File: config.mk
export PLATFORM = sky130hd
export DESIGN_NAME = split_reload_timer
export DESIGN_NICKNAME = d
export VERILOG_FILES = /design/src/rtl/tmr_pkg.sv /design/src/rtl/tmr_tick_gen.sv /design/src/rtl/tmr_count_core.sv /design/src/rtl/tmr_ctrl_regs.sv /design/src/rtl/split_reload_timer.sv
export SDC_FILE = /design/constraint.sdc
export NUM_CORES = 1
export LEC_CHECK = 0
export BUFFER_PORTS_ARGS = -buffer_cell sky130_fd_sc_hd__buf_2
export CORE_ASPECT_RATIO = 1.4
export CORE_UTILIZATION = 60
export CTS_BUF_LIST = sky130_fd_sc_hd__clkbuf_8
export CTS_CLUSTER_SIZE = 25
export DETAILED_ROUTE_END_ITERATION = 10
export PLACE_DENSITY = 0.81
export SLEW_MARGIN = 0
export SYNTH_ARGS = -nofsm -noshare
export SYNTH_HDL_FRONTEND = slang
export SYNTH_HIERARCHICAL = 1
export SYNTH_SLANG_ARGS = --single-unit
File: constraint.sdc
create_clock -name clk -period 5.7 [get_ports clk]
set_clock_uncertainty 0.1 [all_clocks]
set_input_delay 0.855 -clock clk [delete_from_list [all_inputs] [get_ports clk]]
set_output_delay 0.855 -clock clk [all_outputs]
set_load 0.01 [all_outputs]
File: src/rtl/tmr_pkg.sv
package tmr_pkg;

    localparam int unsigned BYTE_W = 8;

    typedef enum logic [2:0] {
        A_CTRL   = 3'd0,
        A_RLD_LO = 3'd1,
        A_RLD_HI = 3'd2,
        A_CNT_LO = 3'd3,
        A_CNT_HI = 3'd4
    } reg_addr_e;

    typedef struct packed {
        logic ovf_hi;
        logic ovf_lo;
        logic lo_irq_en;
        logic split;
        logic run;
        logic ext_sel;
    } ctrl_t;

    typedef struct packed {
        logic lo_wrap;
        logic hi_wrap;
    } wrap_t;

    function automatic logic [7:0] ctrl_to_byte(ctrl_t c);
        return {c.ovf_hi, c.ovf_lo, c.lo_irq_en, 1'b0, c.split, c.run, 1'b0, c.ext_sel};
    endfunction

    function automatic ctrl_t byte_to_ctrl(logic [7:0] d);
        ctrl_t c;
        c.ovf_hi    = d[7];
        c.ovf_lo    = d[6];
        c.lo_irq_en = d[5];
        c.split     = d[3];
        c.run       = d[2];
        c.ext_sel   = d[0];
        return c;
    endfunction

endpackage

File: src/rtl/tmr_tick_gen.sv
module tmr_tick_gen #(
    parameter int unsigned SYS_DIV  = 12,
    parameter int unsigned EXT_DIV  = 8,
    parameter int unsigned SYNC_LEN = 2
) (
    input  logic clk,
    input  logic rst,
    input  logic ext_clk,
    output logic tick_sys,
    output logic tick_ext
);
    localparam int unsigned SW = (SYS_DIV > 1) ? $clog2(SYS_DIV) : 1;
    localparam int unsigned EW = (EXT_DIV > 1) ? $clog2(EXT_DIV) : 1;
    localparam logic [SW-1:0] SYS_LAST = SW'(SYS_DIV - 1);
    localparam logic [EW-1:0] EXT_LAST = EW'(EXT_DIV - 1);

    logic [SW-1:0] sys_cnt;
    logic [EW-1:0] ext_cnt;
    logic          sync_out;
    logic          ext_prev;
    logic          ext_rise;

    always_ff @(posedge clk) begin
        if (rst)                  sys_cnt <= '0;
        else if (sys_cnt == SYS_LAST) sys_cnt <= '0;
        else                      sys_cnt <= sys_cnt + SW'(1);
    end

    assign tick_sys = (sys_cnt == SYS_LAST);

    generate
        if (SYNC_LEN > 1) begin : g_sync_chain
            logic [SYNC_LEN-1:0] chain;
            always_ff @(posedge clk) begin
                if (rst) chain <= '0;
                else     chain <= {chain[SYNC_LEN-2:0], ext_clk};
            end
            assign sync_out = chain[SYNC_LEN-1];
        end else begin : g_sync_single
            logic chain;
            always_ff @(posedge clk) begin
                if (rst) chain <= 1'b0;
                else     chain <= ext_clk;
            end
            assign sync_out = chain;
        end
    endgenerate

    always_ff @(posedge clk) begin
        if (rst) ext_prev <= 1'b0;
        else     ext_prev <= sync_out;
    end

    assign ext_rise = sync_out && !ext_prev;

    always_ff @(posedge clk) begin
        if (rst) ext_cnt <= '0;
        else if (ext_rise) begin
            if (ext_cnt == EXT_LAST) ext_cnt <= '0;
            else                     ext_cnt <= ext_cnt + EW'(1);
        end
    end

    assign tick_ext = ext_rise && (ext_cnt == EXT_LAST);


    sys_tick_gap_chk: assert property (@(posedge clk) disable iff (rst)
        (SYS_DIV > 1 && tick_sys) |=> !tick_sys);


    ext_tick_gap_chk: assert property (@(posedge clk) disable iff (rst)
        tick_ext |=> !tick_ext);

endmodule

File: src/rtl/tmr_count_core.sv
module tmr_count_core
    import tmr_pkg::*;
#(
    parameter int unsigned W = BYTE_W
) (
    input  logic         clk,
    input  logic         rst,
    input  logic         split,
    input  logic         run,
    input  logic         tick_lo,
    input  logic         tick_hi,
    input  logic         wr_en,
    input  logic [2:0]   addr,
    input  logic [W-1:0] wr_data,
    output logic [W-1:0] cnt_lo,
    output logic [W-1:0] cnt_hi,
    output logic [W-1:0] rld_lo,
    output logic [W-1:0] rld_hi,
    output wrap_t        wraps
);
    localparam logic [W-1:0] ALL1 = '1;

    logic [W-1:0] rld_v [2];
    logic [W-1:0] lo_q, hi_q;
    logic [W-1:0] lo_nxt, hi_nxt;
    logic         lo_we, hi_we;
    logic         lo_at_max, hi_at_max;
    logic         lo_step, hi_step;
    logic         lo_wrap, hi_wrap, lo_reload;

    genvar b;
    generate
        for (b = 0; b < 2; b++) begin : g_reload
            localparam logic [2:0] RA = 3'(int'(A_RLD_LO) + b);
            logic [W-1:0] rld_r;
            always_ff @(posedge clk) begin
                if (rst)                      rld_r <= '0;
                else if (wr_en && addr == RA) rld_r <= wr_data;
            end
            assign rld_v[b] = rld_r;
        end
    endgenerate

    assign lo_we     = wr_en && (addr == A_CNT_LO);
    assign hi_we     = wr_en && (addr == A_CNT_HI);
    assign lo_at_max = (lo_q == ALL1);
    assign hi_at_max = (hi_q == ALL1);

    always_comb begin
        lo_step   = tick_lo && (split || run);
        hi_step   = split ? (tick_hi && run) : (lo_step && lo_at_max);
        lo_wrap   = lo_step && lo_at_max;
        hi_wrap   = hi_step && hi_at_max;
        lo_reload = lo_wrap && (split || hi_at_max);

        if (lo_reload)    lo_nxt = rld_v[0];
        else if (lo_step) lo_nxt = lo_q + W'(1);
        else              lo_nxt = lo_q;

        if (hi_wrap)      hi_nxt = rld_v[1];
        else if (hi_step) hi_nxt = hi_q + W'(1);
        else              hi_nxt = hi_q;
    end

    always_ff @(posedge clk) begin
        if (rst) begin
            lo_q <= '0;
            hi_q <= '0;
        end else begin
            lo_q <= lo_we ? wr_data : lo_nxt;
            hi_q <= hi_we ? wr_data : hi_nxt;
        end
    end

    assign wraps.lo_wrap = lo_wrap && !lo_we;
    assign wraps.hi_wrap = hi_wrap && !hi_we && (split || !lo_we);

    assign cnt_lo = lo_q;
    assign cnt_hi = hi_q;
    assign rld_lo = rld_v[0];
    assign rld_hi = rld_v[1];


    carry_hi_chk: assert property (@(posedge clk) disable iff (rst)
        (!split && run && tick_lo && lo_q == ALL1 && hi_q != ALL1 && !wr_en)
        |=> hi_q == $past(hi_q) + W'(1));


    split_lo_free_chk: assert property (@(posedge clk) disable iff (rst)
        (split && !run && tick_lo && lo_q != ALL1 && !wr_en)
        |=> lo_q == $past(lo_q) + W'(1));


    split_hi_halt_chk: assert property (@(posedge clk) disable iff (rst)
        (split && !run && !wr_en) |=> $stable(hi_q));


    halt16_chk: assert property (@(posedge clk) disable iff (rst)
        (!split && !run && !wr_en) |=> ($stable(lo_q) && $stable(hi_q)));

endmodule

File: src/rtl/tmr_ctrl_regs.sv
module tmr_ctrl_regs
    import tmr_pkg::*;
#(
    parameter int unsigned W = BYTE_W
) (
    input  logic         clk,
    input  logic         rst,
    input  logic         wr_en,
    input  logic [2:0]   addr,
    input  logic [W-1:0] wr_data,
    input  wrap_t        wraps,
    input  logic         irq_enable,
    input  logic [W-1:0] cnt_lo,
    input  logic [W-1:0] cnt_hi,
    input  logic [W-1:0] rld_lo,
    input  logic [W-1:0] rld_hi,
    output ctrl_t        ctrl,
    output logic [W-1:0] rd_data,
    output logic         irq
);
    ctrl_t ctrl_q, ctrl_nxt;
    logic  wr_ctrl;

    assign wr_ctrl = wr_en && (addr == A_CTRL);

    always_comb begin
        ctrl_nxt = ctrl_q;
        if (wr_ctrl) ctrl_nxt = byte_to_ctrl(wr_data[7:0]);
        ctrl_nxt.ovf_hi = ctrl_nxt.ovf_hi | wraps.hi_wrap;
        ctrl_nxt.ovf_lo = ctrl_nxt.ovf_lo | wraps.lo_wrap;
    end

    always_ff @(posedge clk) begin
        if (rst) ctrl_q <= '0;
        else     ctrl_q <= ctrl_nxt;
    end

    always_comb begin
        case (addr)
            A_CTRL:   rd_data = W'(ctrl_to_byte(ctrl_q));
            A_RLD_LO: rd_data = rld_lo;
            A_RLD_HI: rd_data = rld_hi;
            A_CNT_LO: rd_data = cnt_lo;
            A_CNT_HI: rd_data = cnt_hi;
            default:  rd_data = '0;
        endcase
    end

    assign irq  = irq_enable && (ctrl_q.ovf_hi || (ctrl_q.lo_irq_en && ctrl_q.ovf_lo));
    assign ctrl = ctrl_q;


    hi_flag_sticky_chk: assert property (@(posedge clk) disable iff (rst)
        (ctrl_q.ovf_hi && !wr_ctrl) |=> ctrl_q.ovf_hi);


    lo_flag_sticky_chk: assert property (@(posedge clk) disable iff (rst)
        (ctrl_q.ovf_lo && !wr_ctrl) |=> ctrl_q.ovf_lo);


    hw_set_wins_chk: assert property (@(posedge clk) disable iff (rst)
        wraps.lo_wrap |=> ctrl_q.ovf_lo);


    irq_gate_chk: assert property (@(posedge clk) disable iff (rst)
        !irq_enable |-> !irq);


    unused_zero_chk: assert property (@(posedge clk) disable iff (rst)
        (addr == A_CTRL) |-> (rd_data[4] == 1'b0 && rd_data[1] == 1'b0));

endmodule

File: src/rtl/split_reload_timer.sv
module split_reload_timer
    import tmr_pkg::*;
#(
    parameter int unsigned W        = BYTE_W,
    parameter int unsigned SYS_DIV  = 12,
    parameter int unsigned EXT_DIV  = 8,
    parameter int unsigned SYNC_LEN = 2
) (
    input  logic         clk,
    input  logic         rst,
    input  logic         ext_clk,
    input  logic         lo_fast,
    input  logic         hi_fast,
    input  logic         irq_enable,
    input  logic         wr_en,
    input  logic [2:0]   addr,
    input  logic [W-1:0] wr_data,
    output logic [W-1:0] rd_data,
    output logic         irq
);
    logic         tick_sys, tick_ext, base_tick;
    logic         tick_lo, tick_hi;
    ctrl_t        ctrl;
    wrap_t        wraps;
    logic [W-1:0] cnt_lo, cnt_hi, rld_lo, rld_hi;

    tmr_tick_gen #(
        .SYS_DIV (SYS_DIV),
        .EXT_DIV (EXT_DIV),
        .SYNC_LEN(SYNC_LEN)
    ) i_tick (
        .clk     (clk),
        .rst     (rst),
        .ext_clk (ext_clk),
        .tick_sys(tick_sys),
        .tick_ext(tick_ext)
    );

    assign base_tick = ctrl.ext_sel ? tick_ext : tick_sys;
    assign tick_lo   = lo_fast ? 1'b1 : base_tick;
    assign tick_hi   = hi_fast ? 1'b1 : base_tick;

    tmr_count_core #(.W(W)) i_core (
        .clk    (clk),
        .rst    (rst),
        .split  (ctrl.split),
        .run    (ctrl.run),
        .tick_lo(tick_lo),
        .tick_hi(tick_hi),
        .wr_en  (wr_en),
        .addr   (addr),
        .wr_data(wr_data),
        .cnt_lo (cnt_lo),
        .cnt_hi (cnt_hi),
        .rld_lo (rld_lo),
        .rld_hi (rld_hi),
        .wraps  (wraps)
    );

    tmr_ctrl_regs #(.W(W)) i_regs (
        .clk       (clk),
        .rst       (rst),
        .wr_en     (wr_en),
        .addr      (addr),
        .wr_data   (wr_data),
        .wraps     (wraps),
        .irq_enable(irq_enable),
        .cnt_lo    (cnt_lo),
        .cnt_hi    (cnt_hi),
        .rld_lo    (rld_lo),
        .rld_hi    (rld_hi),
        .ctrl      (ctrl),
        .rd_data   (rd_data),
        .irq       (irq)
    );

endmodule

# ---- Word level (Yosys, flattened, before mapping)
# Index checks and enable logic that the tools add are counted.
dict set report word_totals {
  regBits 48
  input_bits 18
  output_inout_bits 9
  elab_cells 69
}
dict set report op_classes {
  add_sub_neg 4
  eq_ne 8
  n_mux 13
  bitwise 2
  n_reduce_logical 28
}
# op count
set op_table {}
lappend op_table {{$mux W8} 6}
lappend op_table {{$pmux W8 S5} 1}
lappend op_table {{$logic_and A1 B1 Y1} 17}
lappend op_table {{$add A8 B1 Y8 const B} 2}
lappend op_table {{$eq A8 B8 Y1 const B} 2}
lappend op_table {{$eq A3 B2 Y1 const B} 2}
lappend op_table {{$eq A3 B3 Y1 const B} 2}
lappend op_table {{$mux W6} 1}
lappend op_table {{$reduce_bool A3 Y1} 2}
lappend op_table {{$add A4 B1 Y4 const B} 1}
lappend op_table {{$eq A4 B4 Y1 const B} 1}
lappend op_table {{$logic_or A1 B1 Y1} 4}
lappend op_table {{$mux W1} 4}
lappend op_table {{$add A3 B1 Y3 const B} 1}
lappend op_table {{$eq A3 B1 Y1 const B} 1}
lappend op_table {{$logic_not A1 Y1} 3}
lappend op_table {{$logic_not A3 Y1} 1}
lappend op_table {{$mux W3} 1}
lappend op_table {{$or A1 B1 Y1} 2}
lappend op_table {{$reduce_or A2 Y1} 1}

# ---- Depth between registers and ports, before layout
# Gate-level depths: netlist of the first run.
dict set report depth {
  word_depth 12
  depth_mapped 13
  ltp_nobuf 12
}

# ---- Hierarchy
# Netlist of the first run, hierarchy kept.
# mod instances cells_per_inst area_per_inst_um2 seq_area_each_um2
set modules_own_cells {}
lappend modules_own_cells {tmr_count_core 1 211 1755.4 640.6}
lappend modules_own_cells {tmr_ctrl_regs 1 65 559.3 120.1}
lappend modules_own_cells {tmr_tick_gen 1 38 390.4 200.2}
lappend modules_own_cells {split_reload_timer 1 3 22.5 0.0}

# ---- Least setup slack after synthesis of the first run
# No wires, ideal clock.
dict set report synth_path {
  path_type {input to output}
  startpoint {in addr[2]}
  endpoint {out rd_data[0]}
  arrival_ps 1740
  t_required_ps 4745
  path_slack_ps 3005
  path_stages 5
  path_buffers 2
  path_cell_list {clkbuf_2 -> nor2b_1 -> clkbuf_1 -> a22oi_1 -> o22ai_1}
}
dict set report synth_between {
  elab_chain_cells 2
  elab_cells_between_ends 6
  classes_between {eq/ne: 4; mux: 1; reduce/logical: 1}
}
# item line_no
set synth_rtl {}
lappend synth_rtl {{start, declared} split_reload_timer.sv:16} ;# input logic [2:0] addr,
lappend synth_rtl {{$eq A3 B3 Y1 (tied with other cells)} tmr_ctrl_regs.sv:39} ;# case (addr)
lappend synth_rtl {{$pmux W8 S5 *} tmr_ctrl_regs.sv:39}
lappend synth_rtl {{end, declared} split_reload_timer.sv:18} ;# output logic [W-1:0] rd_data,
# Mark *: on every way between the ends. The rest lies on a longest branch, timed or not.

==> results.sh, run 1 <==
export IMPL_status="complete, no violations"
export IMPL_post_cts_buffers=0
export IMPL_cts_max_level=2
export IMPL_worstPathArrival_ns=3.28
export IMPL_die_y_microns=81.8
export IMPL_grt_pass1_wl_microns=10600
export IMPL_initial_core_util_pct=63.3
export IMPL_syn_area_sq_um=2730
export IMPL_drt_wl_total_microns=6690
export IMPL_gr_usage_all_layers_pct=29.3
export IMPL_fin_crit_sh_pct=55.6
export IMPL_max_cap_viol_count=0
export IMPL_cts_resized=0
export IMPL_min_path_type="flop to flop"
export IMPL_final_antenna_net_count=0
export IMPL_nFillCells=370
export IMPL_synth_most_common_cell="dfxtp_1"
export IMPL_final_setup_tns_ns=0
export IMPL_die_width_microns=59.0
export IMPL_crit_required_ns=5.81
export IMPL_setup_viol=0
export IMPL_period_minus_slack_ns=3.17
export IMPL_diodes=0
export IMPL_p_clk_share_pct=33.0
export IMPL_wl_per_cell_microns=17.0
export IMPL_synth_nets=340
export IMPL_max_slew_margin_pct=39.4
export IMPL_yosys_register_bits=48
export IMPL_pwr_density_cell_nw_per_um2=216
export IMPL_ys_warn_count=6
export IMPL_io_buffers=26
export IMPL_switchingPower_mw=0.163
export IMPL_place_congestion=0.877
export IMPL_rsz0062_at_grt="no"
export IMPL_ios=27
export IMPL_drtIter0Drc=159
export IMPL_synthDistinctLibCells=59
export IMPL_synthToLayoutAreaGrowth_pct=7.39
export IMPL_crit_path_start_kind="flop"
export IMPL_yosys_area_top_type="dfxtp_1"
export IMPL_crit_path_max_fanout=11
export IMPL_layout_drive_gt1_share_pct=15.9
export IMPL_syn_area_per_cell_sq_um=8.60
export IMPL_clkTransAtPathRegs_ns=0.08
export IMPL_hold_buffers=0
export IMPL_p_int_mw=0.469
export IMPL_grt_pass1_vias=2196
export IMPL_clkLatencyLatePin_ns=0.30
export IMPL_worst_slack_ns=2.53
export IMPL_worstSetupPathType="flop to flop"
export IMPL_core_rowCount=28
export IMPL_antenna_found_initial=0
export IMPL_cts_sinks=48
export IMPL_synthTopCellsByCount="dfxtp_1, nor2_1, nand2_1, mux2i_1, a21oi_1"
export IMPL_combPwrFrac_pct=10.3
export IMPL_timing_hold_violations_final=0
export IMPL_synth_edf_count=0
export IMPL_via_per_inst=6.25
export IMPL_swShare_pct=25.8
export IMPL_worst_slew_pin_slew_ns=0.909
export IMPL_synth_flop_cell="dfxtp_1"
export IMPL_ir_worst_vdd_mv=0.153
export IMPL_finalMaxSlewViolations=0
export IMPL_power_leakage_nw=1.05
export IMPL_dieArea_sq_um=4820
export IMPL_netlist_instances=317
export IMPL_utilization_pct=68.0
export IMPL_drtPass1Iterations=6
export IMPL_endpoint_kind="flop"
export IMPL_fp_coreArea_sq_um=4310
export IMPL_netlist_top_cells_area="dfxtp_1, mux2i_1, nor2_1"
export IMPL_fin_nets=356
export IMPL_cts_tree="done"
export IMPL_ys_async_sr_fraction_pct=0
export IMPL_synth_top_area_share_pct=35.2
export IMPL_max_freq_mhz=315
export IMPL_drc=0
export IMPL_grt_max_degree=51
export IMPL_vias=2462
export IMPL_hpwlAfterDp_microns=4790
export IMPL_seq_area_frac_synth_pct=35.2
export IMPL_seqPwrFrac_pct=56.7
export IMPL_cts_root_buf="clkbuf_8"
export IMPL_dp_slack_ns=2.57
export IMPL_totalPowerFinal_mw=0.632
export IMPL_grt_overflow_total=0
export IMPL_cts_buffers=5
export IMPL_clk_path_buf_depth=2
[worst paths after layout]
kind | startpoint | endpoint | slack (ns) | cells past startpoint
worst max-delay path | i_tick/sys_cnt[0]$_SDFF_PP0_ | i_regs/ctrl[5]$_SDFF_PP0_ | 2.53 | 12
worst min-delay path | i_tick/g_sync_chain.chain[0]$_SDFF_PP0_ | i_tick/g_sync_chain.chain[1]$_SDFF_PP0_ | 0.37 | 1
worst max register to register | i_tick/sys_cnt[0]$_SDFF_PP0_ | i_regs/ctrl[5]$_SDFF_PP0_ | 2.53 | 12
worst min register to register | i_tick/g_sync_chain.chain[0]$_SDFF_PP0_ | i_tick/g_sync_chain.chain[1]$_SDFF_PP0_ | 0.37 | 1
[cell usage in the layout, fill, tap and decap left out, drive strengths merged, types with 5 or more instances in the layout]
cell type / n
ha: 5
and3: 7
nor2b: 7
mux2i: 24
buf: 26
o21ai: 9
nand2: 28
nor3b: 5
nand3: 11
o22ai: 7
mux2: 6
a21oi: 16
a211oi: 7
a22oi: 10
nor3: 6
clkbuf: 6
nor2: 39
dfxtp: 48
inv: 7
[power groups by stage]
stage	logic, mW	registers, mW	clock network (mW)
after CTS	0.0646	0.358	0.213
after global placement	0.0625	0.365	0
after global routing	0.0713	0.360	0.226
after floorplan	0.0450	0.361	0
after detailed placement	0.0643	0.366	0
final	0.0653	0.358	0.208
[kinds of logic after synthesis]
group           count (synthesis)  synth area share, %
buf+inv                        23                 4.40
xor+xnor                        7                 2.25
compound gates                 70                 17.6
mux                            31                 12.2
fa+ha+maj                       5                 2.29
flops                          48                 35.2
simple gates                  133                 26.0
[per-stage QoR]
step | std cells | cell area [sq um] | hold slack [ns]
finish | 394 | 2930 | 0.370
global route | 394 | 2930 | 0.384
CTS | 394 | 2930 | 0.373
detailed placement | 386 | 2840 | 0.358
global placement | 386 | 2840 | 0.331
floorplan | 317 | 2730 | 0.314
[per-layer routing]
layer | global-route usage [%] | up-vias | part of all wire [%]
li1 | - | 1188 | -
met2 | 50.3 | 115 | 50
met4 | 13.6 | 0 | 3.2
met3 | 4.09 | 17 | 5.7
met5 | 0 | - | 0
met1 | 35.8 | 1142 | 41
[critical path, stage by stage (launching register included)]
cell and delay [ns]:
dfxtp_1 0.37, ha_1 0.18, inv_1 0.07, nor3b_1 0.33, mux2i_1 0.15, nand2b_1 0.13, o21ai_2 0.16, nor4_2 0.40
or2_1 0.40, nand2_1 0.09, nor4_1 0.39, nor3_1 0.09, a211oi_1 0.22
[area by class of cell]
| cell class | count | area [sq um] | share of cell area [%] |
|---|---|---|---|
| Clock buffer | 6 | 82.6 | 2.82 |
| Clock inverter | 2 | 11.3 | 0.384 |
| Inverter | 6 | 22.5 | 0.769 |
| Multi-Input combinational cell | 246 | 1650 | 56.2 |
| Sequential cell | 48 | 961 | 32.8 |
| Tap cell | 60 | 75.1 | 2.56 |
| Timing Repair Buffer | 26 | 130 | 4.44 |
[flip-flops by register name, summed over array words and instances (netlist names)]
signal / cells
i_core/cnt_lo: 8
i_core/cnt_hi: 8
i_tick/sys_cnt: 4
i_core/rld_lo: 8
i_tick/g_sync_chain.chain: 2
i_regs/ctrl: 6
i_tick/ext_prev: 1
i_tick/ext_cnt: 3
i_core/rld_hi: 8
(Power assumes the default switching activity.)
==> run 2, diff against run 1 <==
ABC_AREA = 1   (was not set)
PLACE_DENSITY = 0.8   (was 0.81)
clock period = 3.3 ns   (was 5.7 ns; I/O delays follow)
==> run 2 against run 1 <==
  * Via count is 22% higher
  * Non-clock buffer count grew 2
  * Worst setup slack got worse by 1.6 ns
  * Synthesized cell count increased by 46%
  * Largest cell class unchanged
  * Largest power group unchanged
==> results.sh, run 2 <==
export IMPL_cts_max_level=2
export IMPL_crit_cells=9
export IMPL_power_leakage_nw=1.58
export IMPL_drc=0
export IMPL_syn_area_sq_um=2990
export IMPL_status="complete, no violations"
export IMPL_p_clk_share_pct=38.5
export IMPL_combPwrFrac_pct=10.4
export IMPL_grt_max_degree=41
export IMPL_crit_required_ns=2.70
export IMPL_via_per_inst=5.38
export IMPL_max_freq_mhz=418
export IMPL_syn_area_per_cell_sq_um=6.45
export IMPL_swShare_pct=24.8
export IMPL_netlist_top_cells_area="dfxtp_1, nand2_1, inv_1"
export IMPL_setup_viol=0
export IMPL_reg2regPathDepth=16
export IMPL_ir_worst_vdd_mv=0.261
export IMPL_netlist_instances=464
export IMPL_cp_cell_sequence="buf_2, inv_1, nand3_2, inv_1, nand2_1, nand2_1, nor2_1, nand2_1, buf_2"
export IMPL_clk_path_buf_depth=2
export IMPL_period_minus_slack_ns=2.39
export IMPL_gr_usage_all_layers_pct=31.8
export IMPL_cts_resized=0
export IMPL_crit_path_start_kind="input port"
export IMPL_seqPwrFrac_pct=51.1
export IMPL_final_antenna_net_count=0
export IMPL_layout_drive_gt1_share_pct=13.6
export IMPL_worstPathArrival_ns=1.80
export IMPL_min_path_type="input port to flop"
export IMPL_diodes=0
export IMPL_die_width_microns=61.7
export IMPL_ios=27
export IMPL_switchingPower_mw=0.298
export IMPL_synthDistinctLibCells=30
export IMPL_io_buffers=26
export IMPL_drtIter0Drc=180
export IMPL_dieArea_sq_um=5280
export IMPL_core_rowCount=30
export IMPL_pwr_density_cell_nw_per_um2=364
export IMPL_cp_common_cell="nand2_1"
export IMPL_fin_nets=515
export IMPL_place_congestion=0.951
export IMPL_yosys_register_bits=48
export IMPL_cp_slowest_cell="inv_1"
export IMPL_grt_pass1_wl_microns=12500
export IMPL_hold_buffers=0
export IMPL_initial_core_util_pct=62.3
export IMPL_antenna_found_initial=0
export IMPL_rsz0062_at_grt="no"
export IMPL_grt_overflow_total=0
export IMPL_synth_flop_cell="dfxtp_1"
export IMPL_critical_path_max_stage_delay_ns=0.39
export IMPL_seq_area_frac_synth_pct=32.1
export IMPL_cts_tree="done"
export IMPL_hpwlAfterDp_microns=6070
export IMPL_max_slew_margin_pct=47.6
export IMPL_wl_per_cell_microns=14.2
export IMPL_cts_buffers=5
export IMPL_synth_edf_count=0
export IMPL_post_cts_buffers=0
export IMPL_clkTransAtPathRegs_ns=0.08
export IMPL_synth_top_area_share_pct=32.1
export IMPL_critPathTopFamily="buffers and inverters"
export IMPL_p_int_mw=0.905
export IMPL_drt_wl_total_microns=7930
export IMPL_final_setup_tns_ns=0
export IMPL_worstSetupPathType="input port to output port"
export IMPL_endpoint_kind="output port"
export IMPL_worst_slew_pin_slew_ns=0.786
export IMPL_vias=2998
export IMPL_cts_root_buf="clkbuf_8"
export IMPL_fp_coreArea_sq_um=4800
export IMPL_synthTopCellsByCount="nand2_1, inv_1, nor2_1, dfxtp_1, nand3_1"
export IMPL_drtPass1Iterations=5
export IMPL_cts_sinks=48
export IMPL_fin_crit_sh_pct=72.5
export IMPL_ys_async_sr_fraction_pct=0
export IMPL_die_y_microns=85.6
export IMPL_synth_most_common_cell="nand2_1"
export IMPL_clkLatencyLatePin_ns=0.30
export IMPL_finalMaxSlewViolations=0
export IMPL_whs_path_depth=3
export IMPL_max_cap_viol_count=0
export IMPL_yosys_area_top_type="dfxtp_1"
export IMPL_utilization_pct=68.8
export IMPL_synthToLayoutAreaGrowth_pct=10.4
export IMPL_grt_pass1_vias=2806
export IMPL_timing_hold_violations_final=0
export IMPL_ys_warn_count=6
export IMPL_layout_commonest_cell="nand2_1"
export IMPL_synth_nets=487
export IMPL_crit_path_max_fanout=15
export IMPL_critical_path_buf_inv_count=4
export IMPL_most_common_layout_cells="nand2_1, inv_1, nor2_1"
-- run 2: metal layers --
| metal | wire length (microns) | GRT usage, % | vias up |
|---|---|---|---|
| met1 | 3220 | 36.2 | 1322 |
| met5 | 0 | 0 | - |
| met4 | 466 | 18.2 | 0 |
| met2 | 3920 | 54.7 | 98 |
| met3 | 328 | 3.77 | 37 |
| li1 | - | - | 1541 |
-- run 2: logic make-up after synthesis --
family                   after synthesis  share of synthesized area, %
flip-flops                            48                          32.1
AO/OA/AOI/OAI                         48                          9.54
AND/OR/NAND/NOR                      272                          42.9
XOR/XNOR                               9                          2.63
adder cells (fa/ha/maj)                5                          2.09
buffers and inverters                 82                          10.7
-- run 2: power groups by stage --
stage	clock (mW)	sequential [mW]	combinational, mW
floorplan	0	0.623	0.0802
global placement	0	0.628	0.121
detailed placement	0	0.628	0.123
CTS	0.471	0.615	0.124
global route	0.494	0.618	0.140
finish	0.463	0.615	0.125
-- run 2: layout make-up --
| type | instances | area [sq um] |
|---|---|---|
| Fill cell | 473 | 1500 |
| Timing Repair Buffer | 28 | 145 |
| Tap cell | 64 | 80.1 |
| Sequential cell | 48 | 961 |
| Clock buffer | 7 | 96.3 |
| Clock inverter | 1 | 30.0 |
| Inverter | 75 | 282 |
| Multi-Input combinational cell | 334 | 1710 |
-- run 2: per-stage QoR --
step	worst slack, ns	cell area (sq um)	hold slack, ns	cells	power, mW
CTS	0.945	3300	0.292	557	1.21
detailed placement	0.943	3180	0.296	549	0.752
global route	0.717	3300	0.297	557	1.25
floorplan	1.29	2990	0.288	464	0.703
global placement	0.970	3180	0.293	549	0.748
finish	0.907	3300	0.293	557	1.20
-- run 2: worst paths after layout --
kind	start	to	slack [ns]
worst min register to register	i_tick/g_sync_chain.chain[0]$_SDFF_PP0_	i_tick/g_sync_chain.chain[1]$_SDFF_PP0_	0.30
worst max register to register	i_tick/ext_cnt[0]$_SDFFE_PP0P_	i_regs/ctrl[5]$_SDFF_PP0_	0.97
worst min-delay path	ext_clk	i_tick/g_sync_chain.chain[0]$_SDFF_PP0_	0.29
worst max-delay path	addr[2]	rd_data[6]	0.91
-- run 2: worst reg2reg max path, stage by stage, from the launching register on --
cell and delay [ns]:
dfxtp_1 0.36, ha_1 0.17, ha_1 0.17, inv_1 0.06, nor2_1 0.09, nand2_1 0.07
nand3_1 0.09, inv_1 0.05, nor2_2 0.19, nand4_4 0.21, nand2_4 0.17, nand2_2 0.12
a211oi_1 0.21, inv_1 0.06, nand3_1 0.08, nand2_1 0.05, inv_1 0.04
